### config.mk
export PLATFORM = sky130hd
export DESIGN_NAME = wdog_escalate
export DESIGN_NICKNAME = d
export VERILOG_FILES = /design/src/rtl/wdog_pkg.sv /design/src/rtl/wdog_regs.sv /design/src/rtl/wdog_counter.sv /design/src/rtl/wdog_idrom.sv /design/src/rtl/wdog_escalate.sv
export SDC_FILE = /design/constraint.sdc
export NUM_CORES = 1
export LEC_CHECK = 0
export ABC_AREA = 0
export BUFFER_PORTS_ARGS = -buffer_cell sky130_fd_sc_hd__buf_2
export CAP_MARGIN = 20
export CORE_MARGIN = 2
export CORE_UTILIZATION = 30
export DETAILED_ROUTE_END_ITERATION = 12
export SYNTH_ARGS = -nofsm -noshare
export SYNTH_HDL_FRONTEND = slang
export SYNTH_SLANG_ARGS = --single-unit
### constraint.sdc
create_clock -name clk -period 3.18 [get_ports clk]
set_input_delay 0.636 -clock clk [delete_from_list [all_inputs] [get_ports clk]]
set_output_delay 0.636 -clock clk [all_outputs]
set_load 0.01 [all_outputs]
### src/rtl/wdog_pkg.sv
package wdog_pkg;
   localparam logic [11:0] OFS_RELOAD = 12'h000;
   localparam logic [11:0] OFS_COUNT  = 12'h004;
   localparam logic [11:0] OFS_CTRL   = 12'h008;
   localparam logic [11:0] OFS_CLEAR  = 12'h00C;
   localparam logic [11:0] OFS_RAW    = 12'h010;
   localparam logic [11:0] OFS_MASKED = 12'h014;
   localparam logic [11:0] OFS_LOCK   = 12'hC00;
   localparam logic [11:0] OFS_ID     = 12'hFE0;
   localparam int unsigned ID_WORDS   = 8;

   // Fixed identification bytes, index 0..7 maps to ascending word addresses
   function automatic logic [7:0] id_byte(input int unsigned idx);
      case (idx)
         0: return 8'h05;
         1: return 8'h18;
         2: return 8'h14;
         3: return 8'h00;
         4: return 8'h0D;
         5: return 8'hF0;
         6: return 8'h05;
         default: return 8'hB1;
      endcase
   endfunction
endpackage

### src/rtl/wdog_regs.sv
module wdog_regs #(
   parameter int unsigned DW  = 32,
   parameter int unsigned AW  = 12,
   parameter logic [31:0] KEY = 32'h1ACCE551
) (
   input  logic          clk,
   input  logic          rst_n,
   input  logic          sel,
   input  logic          wr,
   input  logic [AW-1:0] addr,
   input  logic [DW-1:0] wdata,
   output logic [DW-1:0] reload,
   output logic          ctrl_en,
   output logic          ctrl_rst,
   output logic          unlocked,
   output logic          load_pulse,
   output logic          clear_pulse
);
   import wdog_pkg::*;

   logic wr_any;
   logic wr_ok;

   assign wr_any      = sel && wr;
   assign wr_ok       = wr_any && unlocked;
   assign load_pulse  = wr_ok && (addr == AW'(OFS_RELOAD));
   assign clear_pulse = wr_ok && (addr == AW'(OFS_CLEAR));

   always_ff @(posedge clk) begin
      if (!rst_n) begin
         reload   <= '1;
         ctrl_en  <= 1'b0;
         ctrl_rst <= 1'b0;
         unlocked <= 1'b0;
      end else begin
         if (wr_any && addr == AW'(OFS_LOCK))
            unlocked <= (wdata == DW'(KEY));
         if (load_pulse)
            reload <= wdata;
         if (wr_ok && addr == AW'(OFS_CTRL)) begin
            ctrl_en  <= wdata[0];
            ctrl_rst <= wdata[1];
         end
      end
   end

   // locked writes leave reload and control untouched
   a_r3_locked_reload: assert property (@(posedge clk) disable iff (!rst_n)
      (wr_any && !unlocked && addr == AW'(OFS_RELOAD)) |=> $stable(reload));
   a_r3_locked_ctrl: assert property (@(posedge clk) disable iff (!rst_n)
      (wr_any && !unlocked && addr == AW'(OFS_CTRL)) |=> ($stable(ctrl_en) && $stable(ctrl_rst)));
   a_r2_unlock_only_via_lock: assert property (@(posedge clk) disable iff (!rst_n)
      $rose(unlocked) |-> $past(wr_any && addr == AW'(OFS_LOCK)));
endmodule

### src/rtl/wdog_counter.sv
module wdog_counter #(
   parameter int unsigned DW = 32
) (
   input  logic          clk,
   input  logic          rst_n,
   input  logic          tick,
   input  logic          en,
   input  logic [DW-1:0] reload,
   input  logic          load_pulse,
   input  logic [DW-1:0] load_val,
   input  logic          clear_pulse,
   output logic [DW-1:0] count,
   output logic          raw,
   output logic          expired
);
   logic step;
   logic at_zero;

   assign step    = en && tick && !expired;
   assign at_zero = (count == '0);

   always_ff @(posedge clk) begin
      if (!rst_n) begin
         count   <= '1;
         raw     <= 1'b0;
         expired <= 1'b0;
      end else if (load_pulse) begin
         count <= load_val;
      end else if (clear_pulse) begin
         raw   <= 1'b0;
         count <= reload;
      end else if (step) begin
         if (!at_zero) begin
            count <= count - 1'b1;
         end else if (!raw) begin
            raw   <= 1'b1;
            count <= reload;
         end else begin
            expired <= 1'b1;
         end
      end
   end

   // no enable or no tick, no change
   a_r5_hold: assert property (@(posedge clk) disable iff (!rst_n)
      (!(en && tick) && !load_pulse && !clear_pulse) |=> ($stable(count) && $stable(raw)));
   // raw status only rises on an enabled tick at zero count
   a_r6_raw_source: assert property (@(posedge clk) disable iff (!rst_n)
      $rose(raw) |-> $past(en && tick && count == '0));
   // escalation needs a pending first stage, and a frozen counter after
   a_r9_escalate_needs_raw: assert property (@(posedge clk) disable iff (!rst_n)
      $rose(expired) |-> $past(raw));
   a_r9_frozen: assert property (@(posedge clk) disable iff (!rst_n)
      (expired && !load_pulse && !clear_pulse) |=> $stable(count));
   a_r9_sticky: assert property (@(posedge clk) disable iff (!rst_n)
      expired |=> expired);
endmodule

### src/rtl/wdog_idrom.sv
module wdog_idrom #(
   parameter int unsigned DW = 32,
   parameter int unsigned AW = 12
) (
   input  logic [AW-1:0] addr,
   output logic          hit,
   output logic [DW-1:0] data
);
   import wdog_pkg::*;

   logic [ID_WORDS-1:0] sel_vec;
   logic [DW-1:0]       word [ID_WORDS];

   for (genvar g = 0; g < ID_WORDS; g++) begin : g_id
      assign sel_vec[g] = (addr == AW'(OFS_ID + 12'(4 * g)));
      assign word[g]    = sel_vec[g] ? DW'(id_byte(g)) : '0;
   end

   always_comb begin
      data = '0;
      for (int i = 0; i < ID_WORDS; i++) data = data | word[i];
   end

   assign hit = |sel_vec;

   // at most one identification word decodes at a time
   always_comb a_r10_one_hot: assert ($onehot0(sel_vec));
endmodule

### src/rtl/wdog_escalate.sv
module wdog_escalate #(
   parameter int unsigned DW      = 32,
   parameter int unsigned AW      = 12,
   parameter logic [31:0] KEY     = 32'h1ACCE551,
   parameter bit          IRQ_REG = 1'b0
) (
   input  logic          clk,
   input  logic          rst_n,
   input  logic          tick,
   input  logic          bus_sel,
   input  logic          bus_wr,
   input  logic [AW-1:0] bus_addr,
   input  logic [DW-1:0] bus_wdata,
   output logic [DW-1:0] bus_rdata,
   output logic          irq,
   output logic          sys_rst,
   output logic          expired
);
   import wdog_pkg::*;

   if (DW < 32) begin : g_bad_dw
      initial $error("wdog_escalate: DW must be at least 32");
   end
   if (AW < 12) begin : g_bad_aw
      initial $error("wdog_escalate: AW must cover a 4 KB window");
   end

   logic [DW-1:0] reload;
   logic [DW-1:0] count;
   logic          ctrl_en;
   logic          ctrl_rst;
   logic          unlocked;
   logic          load_pulse;
   logic          clear_pulse;
   logic          raw;
   logic          masked;
   logic          id_hit;
   logic [DW-1:0] id_data;

   wdog_regs #(.DW(DW), .AW(AW), .KEY(KEY)) u_regs (
      .clk(clk), .rst_n(rst_n), .sel(bus_sel), .wr(bus_wr),
      .addr(bus_addr), .wdata(bus_wdata), .reload(reload),
      .ctrl_en(ctrl_en), .ctrl_rst(ctrl_rst), .unlocked(unlocked),
      .load_pulse(load_pulse), .clear_pulse(clear_pulse)
   );

   wdog_counter #(.DW(DW)) u_cnt (
      .clk(clk), .rst_n(rst_n), .tick(tick), .en(ctrl_en),
      .reload(reload), .load_pulse(load_pulse), .load_val(bus_wdata),
      .clear_pulse(clear_pulse), .count(count), .raw(raw), .expired(expired)
   );

   wdog_idrom #(.DW(DW), .AW(AW)) u_id (
      .addr(bus_addr), .hit(id_hit), .data(id_data)
   );

   assign masked  = raw && ctrl_en;
   assign sys_rst = expired && ctrl_rst;

   if (IRQ_REG) begin : g_irq_flop
      always_ff @(posedge clk) begin
         if (!rst_n) irq <= 1'b0;
         else        irq <= masked;
      end
   end else begin : g_irq_comb
      assign irq = masked;
   end

   always_comb begin
      bus_rdata = '0;
      if (id_hit) begin
         bus_rdata = id_data;
      end else begin
         case (bus_addr)
            AW'(OFS_RELOAD): bus_rdata = reload;
            AW'(OFS_COUNT):  bus_rdata = count;
            AW'(OFS_CTRL):   bus_rdata = DW'({ctrl_rst, ctrl_en});
            AW'(OFS_RAW):    bus_rdata = DW'(raw);
            AW'(OFS_MASKED): bus_rdata = DW'(masked);
            AW'(OFS_LOCK):   bus_rdata = DW'(!unlocked);
            default:         bus_rdata = '0;
         endcase
      end
   end

   // reset output needs both expiry and its enable
   a_r9_rst_gate: assert property (@(posedge clk) disable iff (!rst_n)
      sys_rst |-> (expired && ctrl_rst));
   // an accepted clear drops the raw status on the next edge
   a_r8_clear: assert property (@(posedge clk) disable iff (!rst_n)
      (clear_pulse && !load_pulse) |=> !raw);
endmodule

==> results.ini, run 1 <==
[drt]
num_vias=5083
dr.max_layer_used=met4
wl_mm=16.58
drt_first_pass_iters=7
via_per_inst=5.863
wl_met2_mm=7.591
drtIter0Drc=435
wl_per_cell_um=19.12
wl_met3_mm=1.045
antenna_left=0
wl_met1_mm=7.641
drc=0

[layout]
final_nets=729
multi_input_area_um2=2890
regArea_um2=1381
antennaDiodeCount=0
area_delta_synth_final_pct=24.82
drive_gt1_frac=0.2372
fillers=1525
design_area_um2=5594

[timing]
finalHoldViolations=0
max_freq_ghz=0.3299
clock_skew_ns=0.004305
period_minus_slack_ns=3.031
tightest_slew_ns=0.7908
finalSetupTns_ns=0
relSlewSlack=0.4679
timing.final.max_slew_violations=0
finalCritPeriodShare=0.9532
setup_viol_count_final=0
rsz0062_at_grt=false

[clock_network]
cts_tree=built
path_clk_slew_ns=0.05
cts_setup_buffers=0
clockRootBuffer=clkbuf_16
cts_buffer_depth=2
clock_latency_ns=0.33
numCtsBuffers=9
cts_htree_levels=3
cts_sinks=69

[die]
die_h_um=126.2
row_count=44
die_x_um=126.2
start_util=0.3072
io_pins=84
core_area_um2=14590
fp.dieArea_um2=15930

[worst_hold_path]
hp-start=u_regs.reload[16]
hold_class=register to register

[setup_path]
critPathCaptureType=output pin
crit_fanout=10
ff2ff_setup_slack_ns=0.35
crit_type=primary input to output pin
arrival_ns=2.40
r2r_start=u_cnt.count[6]
crit_path_start_kind=primary input
startpoint=bus_addr[8]
cp.required_ns=2.54

[power]
pwr-share-clk=0.497
seqPwrFrac=0.452
p_leak_nw=2.348
powerDensity_nw_per_um2=342.2
p_int_w=0.001475
p_total_w=0.001914
ir_drop_v=0.0001722
combPwrFrac=0.052
p_switching_w=0.0004393
p_sw_frac=0.2295

[synth]
synth_fa_ha_area_frac=0.005583
synth_warnings=0
ys_seq_elements=69
ys_seq_area_frac=0.3082
ys.flop_type=dfxtp_1
synth_edf_count=0
synth_top_family_by_area=simple AND/OR/NAND/NOR gates
muxShareOfSynthArea=0.01173
async_flop_share=0
synthCells=583
syn_area_um2=4482
syn_nets=634
syn_area_per_cell_um2=7.687
synth_compound_area_frac=0.2661
synthDistinctLibCells=75
synthSimpleGateAreaFrac=0.3333
synth-xor-area-share=0.02150

[place]
hpwl_mm=12.55
gp_congestion=0.9176
port_buffers=83
place_area_um2=5308

[global_routing]
grt-ovfl-total=0
grt_max_degree=44
grt_pass1_vias=4824
track_usage=0.2018
grt_pass1_wl_mm=25.99
antenna_found_initial=0

[job]
maxCapViolations=0

[outcome]
outcome=finished, final reports clean

==> synth_stat cells, types with 5 or more instances <==
cell type | count | area, um^2
nand2_1 | 74 | 277.8
dfxtp_1 | 69 | 1381
nor2_1 | 58 | 217.7
nand3_1 | 33 | 165.2
clkbuf_1 | 30 | 112.6
o21ai_0 | 27 | 135.1
a22o_1 | 26 | 227.7
nor4_1 | 21 | 131.4
nor3_1 | 17 | 85.08
or4_1 | 14 | 105.1
o221ai_1 | 13 | 113.9
inv_1 | 11 | 41.29
nand4_1 | 11 | 68.82
o211ai_1 | 11 | 82.58
a21oi_1 | 10 | 50.05
buf_2 | 9 | 45.04
a211oi_1 | 8 | 60.06
nand2b_1 | 7 | 43.79
or3_1 | 7 | 43.79
xnor2_1 | 7 | 61.31
nor3b_1 | 6 | 45.04
a32oi_1 | 5 | 43.79
and3_1 | 5 | 31.28
o22ai_1 | 5 | 31.28
==> cells by family after synthesis <==
logic type               count (synthesis)
multiplexers                             5
adder cells (fa/ha/maj)                  2
flip-flops                              69
AO/OA/AOI/OAI                          157
buffers and inverters                   55
AND/OR/NAND/NOR                        284
XOR/XNOR                                11
==> final cells by class <==
cell class	instances	share of cell area
clock buffers	15	0.04786
clock inverters	1	0.0008947
inverters	11	0.007381
multi-input cells	459	0.5167
flip-flops and latches	69	0.2469
well taps	184	0.04115
repair buffers	128	0.1391
==> metrics by stage <==
| stage | instances | setup slack [ns] | hold slack, ns | util |
|---|---|---|---|---|
| 6_report | 867 | 0.1489 | 0.4883 | 0.3834 |
| 4_1_cts | 867 | 0.07577 | 0.4917 | 0.3825 |
| 3_5_place_dp | 851 | 0.08326 | 0.4838 | 0.3638 |
| 5_1_grt | 867 | 0.08311 | 0.5176 | 0.3834 |
| 2_1_floorplan | 583 | 0.09526 | 0.4574 | - |
| 3_3_place_gp | 851 | 0.1259 | 0.4799 | 0.3638 |
==> final timing paths <==
kind / endpoint / cells past startpoint
setup / recovery: bus_rdata[23] / 7
hold / removal: u_regs.reload[16] / 2
setup reg to reg: u_cnt.count[26] / 7
hold reg to reg: u_regs.reload[16] / 2
==> layer usage <==
| metal | GRT usage | vias to the layer above |
|---|---|---|
| met4 | 0.06335 | 0 |
| met1 | 0.2863 | 2401 |
| met3 | 0.02039 | 31 |
| li1 | - | 2427 |
| met5 | 0 | - |
| met2 | 0.3223 | 224 |
==> flip-flops by register name, indices dropped and copies added, names as in the netlist <==
| register | count |
|---|---|
| u_regs.unlocked | 1 |
| u_regs.reload | 32 |
| u_regs.ctrl_rst | 1 |
| u_cnt.raw | 1 |
| u_regs.ctrl_en | 1 |
| u_cnt.count | 32 |
| u_cnt.expired | 1 |
==> placed cells by master, fill, tap and decap left out, types with 16 or more instances in the layout <==
cell type	instances
buf_4	43
nor2_1	57
o21ai_0	27
nor4_1	21
nor3_1	16
dfxtp_1	69
nand2_1	74
buf_2	83
a22o_1	26
nand3_1	33
==> critical path: stages <==
cell and delay, ns:
buf_2 0.12, or4_1 0.55, or2_4 0.33, nor3_4 0.22, buf_4 0.23, a22o_1 0.17
buf_2 0.13
==> power by group through the flow <==
stage                      logic, W  registers, W  clock network, W
after global placement    0.0000946      0.000883                 0
after CTS                 0.0000968      0.000865          0.000952
after global routing       0.000107      0.000864          0.000989
after floorplan           0.0000353      0.000883                 0
final                     0.0000991      0.000865          0.000950
after detailed placement  0.0000965      0.000883                 0
==> what timing repair did <==
| action | in CTS | in global routing |
|---|---|---|
| resized for setup | 0 | 3 |
| hold buffers | 0 | 0 |
| endpoints found under the setup margin | 0 | 26 |
| hold endpoints to repair | 0 | 0 |
(Power assumes the default switching activity.)
==> run 2, diff against run 1 <==
Settings changed: ABC_AREA 0 to 1, CORE_UTILIZATION 30 to 58, PLACE_DENSITY set to 0.81, RECOVER_POWER set to 100.
==> results.ini, run 2 <==
[timing]
rsz0062_at_grt=false
setup_ws_ns=0.3593
finalCritPeriodShare=0.8870
relSlewSlack=0.2744
tightest_slew_ns=1.084
clock_skew_ns=0.01106
finalSetupTns_ns=0
whs_ns=0.4988
setup_viol_count_final=0
max_freq_ghz=0.3545
period_minus_slack_ns=2.821
timing.final.max_slew_violations=0
finalHoldViolations=0

[layout]
fin_cells=1067
antennaDiodeCount=0
area_delta_synth_final_pct=8.574
layout_commonest_cell=nand2_1
fillers=923
biggestRegsByFlops=u_cnt.count x32, u_regs.reload x32
final_util=0.6401
drive_gt1_frac=0.1349
final_nets=1002
final_cell_mix=297 x nand2_1, 136 x inv_1, 85 x nor2_1

[synth]
ys.flop_type=dfxtp_1
synthCells=887
synth_largest_area_cell=dfxtp_1
synth_area_leaders=dfxtp_1 26%, nand2_1 21%, inv_1 9.4%, nand3_1 6.8%, nor2_1 5.9%
synthDistinctLibCells=36
synth_edf_count=0
syn_area_um2=5370
ys_seq_elements=69
synth_warnings=0
ys_top_cells_by_count=295 x nand2_1, 134 x inv_1, 84 x nor2_1
synth.top_cell.area_share=0.2572
syn_area_per_cell_um2=6.054
synth.most_common_cell=nand2_1
ys_seq_area_frac=0.2572
async_flop_share=0
syn_nets=938

[die]
die_h_um=100.2
fp.dieArea_um2=10050
start_util=0.5896
row_count=35
core_area_um2=9109
die_x_um=100.2
io_pins=84

[setup_path]
critPathMostFrequentCell=nand2_1
crit_fanout=19
critPathCaptureType=output pin
cp_slowest_stage_delay_ns=0.32
cpMaxStageDelayCell=clkbuf_2
path_cells=buf_2 > inv_1 > nand2_1 > nor2_4 > nand2_1 > inv_1 > nand2_1 > clkbuf_2 > o22ai_1 > clkbuf_1
arrival_ns=2.18
cp.required_ns=2.54
crit_type=primary input to output pin
crit_path_start_kind=primary input

[drt]
drtIter0Drc=366
num_vias=5749
drc=0
drt_first_pass_iters=5
dr.max_layer_used=met4
wl_met2_mm=7.169
antenna_left=0
wl_per_cell_um=14.11
wl_met3_mm=1.005
wl_met1_mm=6.431
wl_mm=15.06
via_per_inst=5.388

[clock_network]
cts_tree=built
cts_htree_levels=3
cts_buffer_depth=2
numCtsBuffers=9
cts.repair.resized=0
path_clk_slew_ns=0.07
clock_latency_ns=0.36
cts.hold.buffers_added=0
cts_setup_buffers=0
cts_sinks=69
clockRootBuffer=clkbuf_8

[power]
p_leak_nw=3.381
ir_drop_v=0.0003016
pwr-share-clk=0.420
p_int_w=0.001217
p_switching_w=0.0004102
combPwrFrac=0.049
seqPwrFrac=0.530
powerDensity_nw_per_um2=279.0
p_sw_frac=0.2521

[place]
port_buffers=83
dpl.cell_count=1051
hpwl_mm=10.92
gp_congestion=1.004
place_ws_ns=0.4964

[global_routing]
grt_max_degree=34
antenna_found_initial=0
grt_pass1_vias=5209
grt-ovfl-total=0
grt_pass1_wl_mm=24.74
track_usage=0.3092

[outcome]
outcome=finished, final reports clean

[job]
maxCapViolations=0

[worst_hold_path]
hold_class=register to register

==> run 2: worst paths after layout <==
| path | from | slack [ns] | cells past startpoint | to |
|---|---|---|---|---|
| setup / recovery | bus_addr[0] | 0.36 | 10 | bus_rdata[8] |
| setup reg to reg | u_cnt.count[20] | 0.96 | 11 | u_cnt.count[23] |
| hold / removal | u_regs.reload[27] | 0.50 | 2 | u_regs.reload[27] |
| hold reg to reg | u_regs.reload[27] | 0.50 | 2 | u_regs.reload[27] |
==> run 2: power by group through the flow <==
stage,Sequential [W],Clock (W),Combinational [W]
after detailed placement,0.000883,0,0.0000805
after global routing,0.000863,0.000734,0.0000894
after floorplan,0.000883,0,0.0000338
after CTS,0.000863,0.000691,0.0000805
final,0.000863,0.000684,0.0000800
after global placement,0.000883,0,0.0000798
==> run 2: routing by layer <==
metal  GRT usage  vias up
met5           0        -
met4      0.1054        0
met3     0.06058       31
met2      0.5132      221
met1      0.4021     2589
li1            -     2908
==> run 2: kinds of logic after synthesis <==
logic type	count (synthesis)	synth area share
adder cells (fa/ha/maj)	2	0.004659
flip-flops	69	0.2572
AND/OR/NAND/NOR	538	0.4681
AO/OA/AOI/OAI	85	0.09133
buffers and inverters	176	0.1510
XOR/XNOR	17	0.02773
==> run 2: final cells by class <==
| cell class | instances | area, um^2 | area share |
|---|---|---|---|
| multi-input cells | 642 | 3166 | 0.5429 |
| flip-flops and latches | 69 | 1381 | 0.2369 |
| inverters | 139 | 521.8 | 0.08948 |
| repair buffers | 90 | 436.7 | 0.07489 |
| clock buffers | 11 | 151.4 | 0.02597 |
| well taps | 111 | 138.9 | 0.02382 |
| clock inverters | 5 | 35.03 | 0.006009 |
==> run 2: stage by stage <==
step | area, um^2 | total power (W)
floorplan | 5370 | 0.0009172
global placement | 5700 | 0.0009633
detailed placement | 5700 | 0.0009640
CTS | 5887 | 0.001634
global route | 5831 | 0.001687
finish | 5831 | 0.001627
==> run 2: worst max-delay path, delay by kind of cell <==
family	cells	cell delay (ns)
simple gates	4	0.46
buf+inv	5	0.78
compound gates	1	0.30
